**src/rtl/ctr_route_pkg.sv**
```systemverilog
package ctr_route_pkg;
  localparam int CH_PER_GRP = 3;
  localparam int CODE_W     = 3;
  localparam int TB_STAGES  = 5;

  typedef logic [CODE_W-1:0] code_t;

  typedef enum logic [CODE_W-1:0] {
    CK_PIN    = 3'd0,
    CK_10M    = 3'd1,
    CK_1M     = 3'd2,
    CK_100K   = 3'd3,
    CK_10K    = 3'd4,
    CK_1K     = 3'd5,
    CK_CHAIN  = 3'd6,
    CK_SHARED = 3'd7
  } clk_sel_e;

  typedef enum logic [CODE_W-1:0] {
    GT_HIGH  = 3'd0,
    GT_LOW   = 3'd1,
    GT_PIN   = 3'd2,
    GT_CHAIN = 3'd3
  } gate_sel_e;

  // group that precedes g in the ring of n groups
  function automatic int ring_prev(input int g, input int n);
    return (g + n - 1) % n;
  endfunction

  // flat channel index whose output feeds clock code 6 of channel idx
  function automatic int clk_chain_idx(input int idx, input int n);
    int g, c;
    g = idx / CH_PER_GRP;
    c = idx % CH_PER_GRP;
    if (c == 0) return ring_prev(g, n) * CH_PER_GRP + 2;
    return idx - 1;
  endfunction

  // flat channel index whose inverted output feeds gate code 3 of channel idx
  function automatic int gate_chain_idx(input int idx, input int n);
    int g, c;
    g = idx / CH_PER_GRP;
    c = idx % CH_PER_GRP;
    if (c == 2) return g * CH_PER_GRP;
    return ring_prev(g, n) * CH_PER_GRP + c + 1;
  endfunction
endpackage

```
**src/rtl/ctr_timebase.sv**
```systemverilog
module ctr_timebase #(
  parameter int STAGES = 5,
  parameter int DIV    = 10
) (
  input  logic              clk,
  input  logic              rst_n,
  output logic [STAGES-1:0] tick
);
  localparam int CW = $clog2(DIV);
  localparam logic [CW-1:0] LAST = CW'(DIV - 1);

  logic [STAGES-2:0][CW-1:0] cnt;

  assign tick[0] = 1'b1;

  for (genvar k = 1; k < STAGES; k++) begin : g_stage
    assign tick[k] = tick[k-1] & (cnt[k-1] == LAST);

    always_ff @(posedge clk or negedge rst_n) begin
      if (!rst_n)
        cnt[k-1] <= '0;
      else if (tick[k-1])
        cnt[k-1] <= (cnt[k-1] == LAST) ? '0 : cnt[k-1] + 1'b1;
    end
  end
endmodule

```
**src/rtl/ctr_cfg_regs.sv**
```systemverilog
module ctr_cfg_regs
  import ctr_route_pkg::*;
#(
  parameter int NCH = 6,
  parameter int AW  = 3
) (
  input  logic                  clk,
  input  logic                  rst_n,
  input  logic                  wr_en,
  input  logic [AW-1:0]         addr,
  input  logic [2*CODE_W-1:0]   wdata,
  output logic [2*CODE_W-1:0]   rdata,
  output code_t [NCH-1:0]       clk_codes,
  output code_t [NCH-1:0]       gate_codes
);
  for (genvar i = 0; i < NCH; i++) begin : g_reg
    logic sel;
    assign sel = wr_en && (addr == AW'(i));

    always_ff @(posedge clk or negedge rst_n) begin
      if (!rst_n) begin
        clk_codes[i]  <= CK_PIN;
        gate_codes[i] <= GT_HIGH;
      end else if (sel) begin
        clk_codes[i]  <= wdata[CODE_W-1:0];
        gate_codes[i] <= wdata[2*CODE_W-1:CODE_W];
      end
    end
  end

  always_comb begin
    rdata = '0;
    for (int i = 0; i < NCH; i++)
      if (addr == AW'(i)) rdata = {gate_codes[i], clk_codes[i]};
  end
endmodule

```
**src/rtl/ctr_chan_mux.sv**
```systemverilog
module ctr_chan_mux
  import ctr_route_pkg::*;
#(
  parameter int N_GRP = 2,
  parameter int IDX   = 0,
  parameter int NCH   = N_GRP * CH_PER_GRP
) (
  input  logic [TB_STAGES-1:0] tick,
  input  logic [NCH-1:0]       ctr_out,
  input  logic                 clk_pin,
  input  logic                 gate_pin,
  input  logic                 grp_ext,
  input  code_t                clk_code,
  input  code_t                gate_code,
  output logic                 sel_clk,
  output logic                 sel_gate,
  output logic                 clk_oe,
  output logic                 gate_oe
);
  localparam int CK_SRC = clk_chain_idx(IDX, N_GRP);
  localparam int GT_SRC = gate_chain_idx(IDX, N_GRP);

  always_comb begin
    unique case (clk_sel_e'(clk_code))
      CK_PIN:    sel_clk = clk_pin;
      CK_10M:    sel_clk = tick[0];
      CK_1M:     sel_clk = tick[1];
      CK_100K:   sel_clk = tick[2];
      CK_10K:    sel_clk = tick[3];
      CK_1K:     sel_clk = tick[4];
      CK_CHAIN:  sel_clk = ctr_out[CK_SRC];
      CK_SHARED: sel_clk = grp_ext;
      default:   sel_clk = 1'b0;
    endcase
  end

  always_comb begin
    case (gate_code)
      GT_HIGH:  sel_gate = 1'b1;
      GT_LOW:   sel_gate = 1'b0;
      GT_PIN:   sel_gate = gate_pin;
      GT_CHAIN: sel_gate = ~ctr_out[GT_SRC];
      default:  sel_gate = 1'b0;
    endcase
  end

  assign clk_oe  = (clk_code != CK_PIN);
  assign gate_oe = (gate_code != GT_PIN);
endmodule

```
**src/rtl/ctr_route_top.sv**
```systemverilog
module ctr_route_top
  import ctr_route_pkg::*;
#(
  parameter int N_GRP  = 2,
  parameter int TB_DIV = 10,
  localparam int NCH   = N_GRP * CH_PER_GRP,
  localparam int AW    = $clog2(NCH)
) (
  input  logic                clk,
  input  logic                rst_n,
  input  logic                wr_en,
  input  logic [AW-1:0]       addr,
  input  logic [5:0]          wdata,
  output logic [5:0]          rdata,
  input  logic [NCH-1:0]      clk_pin_in,
  input  logic [NCH-1:0]      gate_pin_in,
  input  logic [N_GRP-1:0]    ext_clk,
  input  logic [NCH-1:0]      ctr_out,
  output logic [NCH-1:0]      ch_clk,
  output logic [NCH-1:0]      ch_gate,
  output logic [NCH-1:0]      clk_pin_out,
  output logic [NCH-1:0]      clk_pin_oe,
  output logic [NCH-1:0]      gate_pin_out,
  output logic [NCH-1:0]      gate_pin_oe
);
  logic [TB_STAGES-1:0] tick_vec;
  code_t [NCH-1:0]      clk_codes;
  code_t [NCH-1:0]      gate_codes;

  ctr_timebase #(.STAGES(TB_STAGES), .DIV(TB_DIV)) u_tb (
    .clk  (clk),
    .rst_n(rst_n),
    .tick (tick_vec)
  );

  ctr_cfg_regs #(.NCH(NCH), .AW(AW)) u_regs (
    .clk       (clk),
    .rst_n     (rst_n),
    .wr_en     (wr_en),
    .addr      (addr),
    .wdata     (wdata),
    .rdata     (rdata),
    .clk_codes (clk_codes),
    .gate_codes(gate_codes)
  );

  for (genvar i = 0; i < NCH; i++) begin : g_ch
    ctr_chan_mux #(.N_GRP(N_GRP), .IDX(i)) u_mux (
      .tick     (tick_vec),
      .ctr_out  (ctr_out),
      .clk_pin  (clk_pin_in[i]),
      .gate_pin (gate_pin_in[i]),
      .grp_ext  (ext_clk[i / CH_PER_GRP]),
      .clk_code (clk_codes[i]),
      .gate_code(gate_codes[i]),
      .sel_clk  (ch_clk[i]),
      .sel_gate (ch_gate[i]),
      .clk_oe   (clk_pin_oe[i]),
      .gate_oe  (gate_pin_oe[i])
    );
  end

  assign clk_pin_out  = ch_clk;
  assign gate_pin_out = ch_gate;
endmodule

```
**config.mk**
```make
export PLATFORM = sky130hd
export DESIGN_NAME = ctr_route_top
export DESIGN_NICKNAME = d
export VERILOG_FILES = /design/src/rtl/ctr_route_pkg.sv /design/src/rtl/ctr_timebase.sv /design/src/rtl/ctr_cfg_regs.sv /design/src/rtl/ctr_chan_mux.sv /design/src/rtl/ctr_route_top.sv
export SDC_FILE = /design/constraint.sdc
export NUM_CORES = 1
export LEC_CHECK = 0
export BUFFER_PORTS_ARGS = -buffer_cell sky130_fd_sc_hd__clkbuf_2
export CAP_MARGIN = 30
export CORE_MARGIN = 10
export CORE_UTILIZATION = 50
export CTS_BUF_LIST = sky130_fd_sc_hd__clkbuf_2
export DETAILED_ROUTE_END_ITERATION = 10
export PLACE_DENSITY = 0.76
export SETUP_SLACK_MARGIN = 0.1
export SYNTH_ARGS = -nofsm -noshare
export SYNTH_HDL_FRONTEND = slang
export SYNTH_SLANG_ARGS = --single-unit
```
**constraint.sdc**
```tcl
create_clock -name clk -period 5.6 [get_ports clk]
set_clock_uncertainty 0.2 [all_clocks]
set_input_delay 1.12 -clock clk [delete_from_list [all_inputs] [get_ports clk]]
set_output_delay 1.12 -clock clk [all_outputs]
set_load 0.01 [all_outputs]
```
==> metrics.cfg, run 1 <==
[run_status]
status=completed

[job]
cap_violations=0

[synthesis]
netlist_area_um2=3300
yosysWarnings=0
ys_seq_area_share_pct=39.5
synthFlopType=dfrtp_1
ys_types=47
syn_area_per_cell_um2=10.4
synth_cells=316
synth-edff-count=0
ys_ff_latch=52
synth-async-reset-ratio_pct=100
synth_nets=348

[critical_path]
required_ns=4.28
r2r_slack_ns=3.52
critPathKind=register to primary output
cp-start-kind=register
cp-end-kind=primary output
reg2reg_from=u_tb.cnt[2]$_DFF_PN0_
cp.arrival_ns=2.51
ff2ff_path_depth=4
critPathMaxFanout=14
worstReg2RegEnd=u_tb.cnt[13]$_DFFE_PN0P_

[final_layout]
fin_area_um2=3490
layout.nets=385
drive_above_1_share_pct=39.3
n_antenna_cell=0
layout_common_cells=clkbuf_2, dfrtp_1, mux2_2
final_cells=431
layout_commonest_cell=clkbuf_2
areaGrowthSynthToFinish_pct=5.92
n_fill_cell=576

[floorplan]
dieWidth_um=101
core-area_um2=6390
die_h_um=101
die_area_um2=10200
row_count=29
io_pins=74
start_util_pct=51.6

[hold_path]
holdPathEnd=u_tb.cnt[0]$_DFF_PN0_
hp-class=register to register
min_from=u_tb.cnt[0]$_DFF_PN0_
whs_path_depth=1

[timing]
worstMarginPinSlew_ns=0.648
timing.final.crit_share_pct=68.3
slew_viol_final=0
hold_viol_final=0
setup_tns_ns=0
relSlewSlack_pct=56.8
min_period_ns=3.83
worst_slack_ns=1.77
rsz0062_at_grt=no
finalSetupViolCount=0
fmax_mhz=261

[clock_tree]
cts_setup_buffers=0
cts_buffers=5
hold_buffers=0
clock_tree.root_cell=clkbuf_2
cts_tree=built
clkTransAtPathRegs_ns=0.23
cts-resized-gates=0
h-tree-depth=2
insertion_delay_ns=0.44
cts.sinks=52
cts_max_path_buffers=2

[grt]
grt_max_degree=53
grt_overflow_total=0
grt_pass1_wl_mm=12.5
antenna_found_initial=0
grt_pass1_vias=2487
grt.total_usage_pct=14.8

[detailed_routing]
num_vias=2508
dr.pass1.iters=4
initialDrtViolationCount=130
wl_per_cell_um=17.6
drt_wl_total_mm=7.57
vias_per_cell=5.82
drc=0
detail-route-antenna-nets=0

[place]
hpwl_mm=5.86
place_ws_ns=1.87
placed_cells=423
io_buffer_count=73
dpl-instance-area_um2=3450
finalWeightedCongestion=0.835

[pwr]
leakagePower_nw=1.59
vdd_drop_max_uv=129
power_density_nw_per_um2=286

worst max path at each step:
stage | to | startpoint | slack (ns) | depth (start not counted)
after floorplan | rdata[0] | addr[0] | 2.22 | 6
after global placement | rdata[1] | addr[0] | 1.90 | 5
after detailed placement | rdata[4] | addr[0] | 1.87 | 5
after CTS | ch_clk[2] | u_tb.cnt[2]$_DFF_PN0_ | 1.74 | 5
after global routing | ch_clk[2] | u_tb.cnt[2]$_DFF_PN0_ | 1.62 | 5
final | ch_clk[2] | u_tb.cnt[2]$_DFF_PN0_ | 1.77 | 5
critical path, stage by stage, from the launching register on:
cell      delay, ns
dfrtp_1        0.48
and4bb_2       0.56
nand4_4        0.24
a211o_1        0.33
a31oi_1        0.27
clkbuf_2       0.19
area by class of cell:
type                    count  area, µm²  share of cell area [%]
clock buffers               7       35.0                    1.00
multi-input cells         210       1640                    47.1
repair buffers             74        373                    10.7
well taps                  77       96.3                    2.76
clock inverters             1       3.75                   0.108
flip-flops and latches     52       1300                    37.3
inverters                  10       37.5                    1.08
where the power goes:
group | leakage [nW] | internal (mW) | switching, mW
registers | 0.642 | 0.432 | 0.0841
logic | 0.916 | 0.170 | 0.165
clock network | 0.0306 | 0.0333 | 0.113
total | 1.59 | 0.636 | 0.363
synth_stat cells, drive strengths merged, types with 4 or more instances:
cell type	number	share of area (%)
nand2b	9	1.9
nor3b	7	2.4
or3	8	1.5
o221ai	5	1.3
nand2	23	2.6
mux2i	14	4.3
nor2	18	2.0
inv	10	1.1
nand3	4	0.76
o21ai	12	1.8
a211oi	6	1.4
or3b	6	1.6
mux2	41	14
buf	42	9.3
dfrtp	52	39
a21oi	9	1.4
a31oi	8	1.5
a211o	4	1.1
xnor2	6	1.6
a311oi	4	1.1
cell families (layout without fill, tap and decap cells):
| logic type | count (synthesis) | in the layout | synth area share (%) |
|---|---|---|---|
| and+or+nand+nor | 92 | 92 | 17.7 |
| muxes | 56 | 56 | 19.1 |
| AOI/OAI and AO/OA | 55 | 55 | 11.3 |
| buffers and inverters | 54 | 92 | 10.6 |
| DFF | 52 | 52 | 39.5 |
| xor gates and xnor gates | 7 | 7 | 1.86 |
per-stage QoR:
step	hold slack (ns)	util (%)	total power, mW
2_1_floorplan	0.270	-	0.807
4_1_cts	0.344	54.7	1.01
3_5_place_dp	0.314	54.1	0.865
5_1_grt	0.364	54.7	1.06
3_3_place_gp	0.297	54.1	0.854
6_report	0.337	54.7	0.999
per-layer routing:
layer | GRT usage, % | vias up | wire, µm
li1 | - | 1193 | -
met3 | 3.27 | 14 | 534
met2 | 25.7 | 67 | 3930
met5 | 0 | - | 0
met4 | 4.39 | 0 | 120
met1 | 17.9 | 1234 | 2980
flip-flops by register name, summed over array words and instances, names as in the netlist:
signal             count
u_regs.clk_codes      18
u_regs.gate_codes     18
u_tb.cnt              16
Note: power is estimated with default switching activity, not from simulation.
==> run 2, diff against run 1 <==
--- a/config.mk
+++ b/config.mk
@@ -11,7 +11,7 @@
 export CORE_UTILIZATION = 50
 export CTS_BUF_LIST = sky130_fd_sc_hd__clkbuf_2
 export DETAILED_ROUTE_END_ITERATION = 10
-export PLACE_DENSITY = 0.76
+export PLACE_DENSITY = 0.79
 export SETUP_SLACK_MARGIN = 0.1
 export SYNTH_ARGS = -nofsm -noshare
 export SYNTH_HDL_FRONTEND = slang
==> constraint.sdc (replaced) <==
create_clock -name clk -period 3.5 [get_ports clk]
set_clock_uncertainty 0.2 [all_clocks]
set_input_delay 0.7 -clock clk [delete_from_list [all_inputs] [get_ports clk]]
set_output_delay 0.7 -clock clk [all_outputs]
set_load 0.01 [all_outputs]
==> metrics.cfg, run 2 (synthesis results as in run 1) <==
[run_status]
status=completed

[detailed_routing]
dr.pass1.iters=4
top_layer=met4
met3WireLength_um=626
drc=0
met2_length_mm=3.84
m1WireLength_mm=2.97
initialDrtViolationCount=120
drt_wl_total_mm=7.61
num_vias=2468
wl_per_cell_um=17.6
detail-route-antenna-nets=0
vias_per_cell=5.71

[floorplan]
start_util_pct=51.6
io_pins=74
die_area_um2=10200
row_count=29
core-area_um2=6390
die_h_um=101
dieWidth_um=101

[grt]
grt_max_degree=39
grt.total_usage_pct=14.3
grt_pass1_vias=2480
antenna_found_initial=0
grt_overflow_total=0
grt_pass1_wl_mm=12.1

[final_layout]
final_cells=432
areaGrowthSynthToFinish_pct=6.19
layout.nets=387
layout_commonest_cell=clkbuf_2
n_fill_cell=578
drive_above_1_share_pct=39.2
layout_common_cells=clkbuf_2, dfrtp_1, mux2_2
top_regs=u_regs.clk_codes: 18 flops, u_regs.gate_codes: 18 flops, u_tb.cnt: 16 flops
n_antenna_cell=0
final_core_util_pct=54.8

[clock_tree]
cts_max_path_buffers=2
cts_setup_buffers=0
cts_tree=built
clock_tree.root_cell=clkbuf_2
h-tree-depth=2
insertion_delay_ns=0.44
cts_buffers=5
clkTransAtPathRegs_ns=0.24
hold_buffers=0
cts.sinks=52
cts-resized-gates=0

[timing]
min_period_ns=3.24
hold_viol_final=0
worst_slack_ns=0.263
setup_tns_ns=0
rsz0062_at_grt=no
relSlewSlack_pct=38.1
slew_viol_final=0
worstMarginPinSlew_ns=0.929
timing.final.crit_share_pct=92.5
fmax_mhz=309
finalSetupViolCount=0

[pwr]
leakagePower_nw=1.59
vdd_drop_max_uv=232
total_power_mw=1.59
power_density_nw_per_um2=454

[hold_path]
hp-class=primary input to async pin

[job]
cap_violations=0

[critical_path]
r2r_slack_ns=1.43
worstReg2RegEnd=u_tb.cnt[13]$_DFFE_PN0P_
ff2ff_path_depth=5
cp.arrival_ns=2.34
cp-start-kind=register
required_ns=2.60
reg2reg_from=u_tb.cnt[2]$_DFF_PN0_
critPathKind=register to primary output
critPathMaxFanout=7
cp-end-kind=primary output
crit_path_start=u_tb.cnt[9]$_DFFE_PN0P_

[place]
placed_cells=425
place_ws_ns=0.626
finalWeightedCongestion=0.934
io_buffer_count=73
hpwl_mm=6.00

## run 2: stage by stage
step | hold slack, ns | cell area (µm²)
2_1_floorplan | 0.204 | 3300
3_3_place_gp | 0.297 | 3470
3_5_place_dp | 0.316 | 3470
4_1_cts | 0.161 | 3500
5_1_grt | 0.172 | 3500
6_report | 0.151 | 3500
## run 2: worst max path at each step
stage	slack, ns	to	cells past startpoint
6_report	0.26	clk_pin_out[2]	5
5_1_grt	0.14	clk_pin_out[2]	5
4_1_cts	0.29	clk_pin_out[2]	5
3_5_place_dp	0.63	rdata[4]	5
3_3_place_gp	0.66	rdata[4]	5
2_1_floorplan	0.96	rdata[0]	6
## run 2: power by group
group / leakage (nW) / internal (mW) / switching (mW) / total [mW]
Clock: 0.0239 / 0.0411 / 0.175 / 0.216
Sequential: 0.642 / 0.692 / 0.138 / 0.830
Combinational: 0.925 / 0.273 / 0.269 / 0.542
## run 2: layer usage
metal / track usage, % / up-vias
li1: - / 1193
met1: 16.0 / 1171
met2: 25.4 / 87
met3: 4.29 / 17
met4: 4.72 / 0
met5: 0 / -
## run 2: area by class of cell
type,count,area (µm²),share of cell area (%)
sequential,52,1300,37.2
tap,77,96.3,2.75
multi-input combinational,210,1640,47.0
timing repair buffer,76,388,11.1
clock buffer,5,25.0,0.715
clock inverter,2,7.51,0.215
inverter,10,37.5,1.07
## run 2: critical path: stages, from the launching register on
cell and delay (ns):
dfrtp_1 0.50, nor3b_4 0.35, nand4_4 0.22, a211o_1 0.31, a31oi_1 0.30, clkbuf_2 0.20
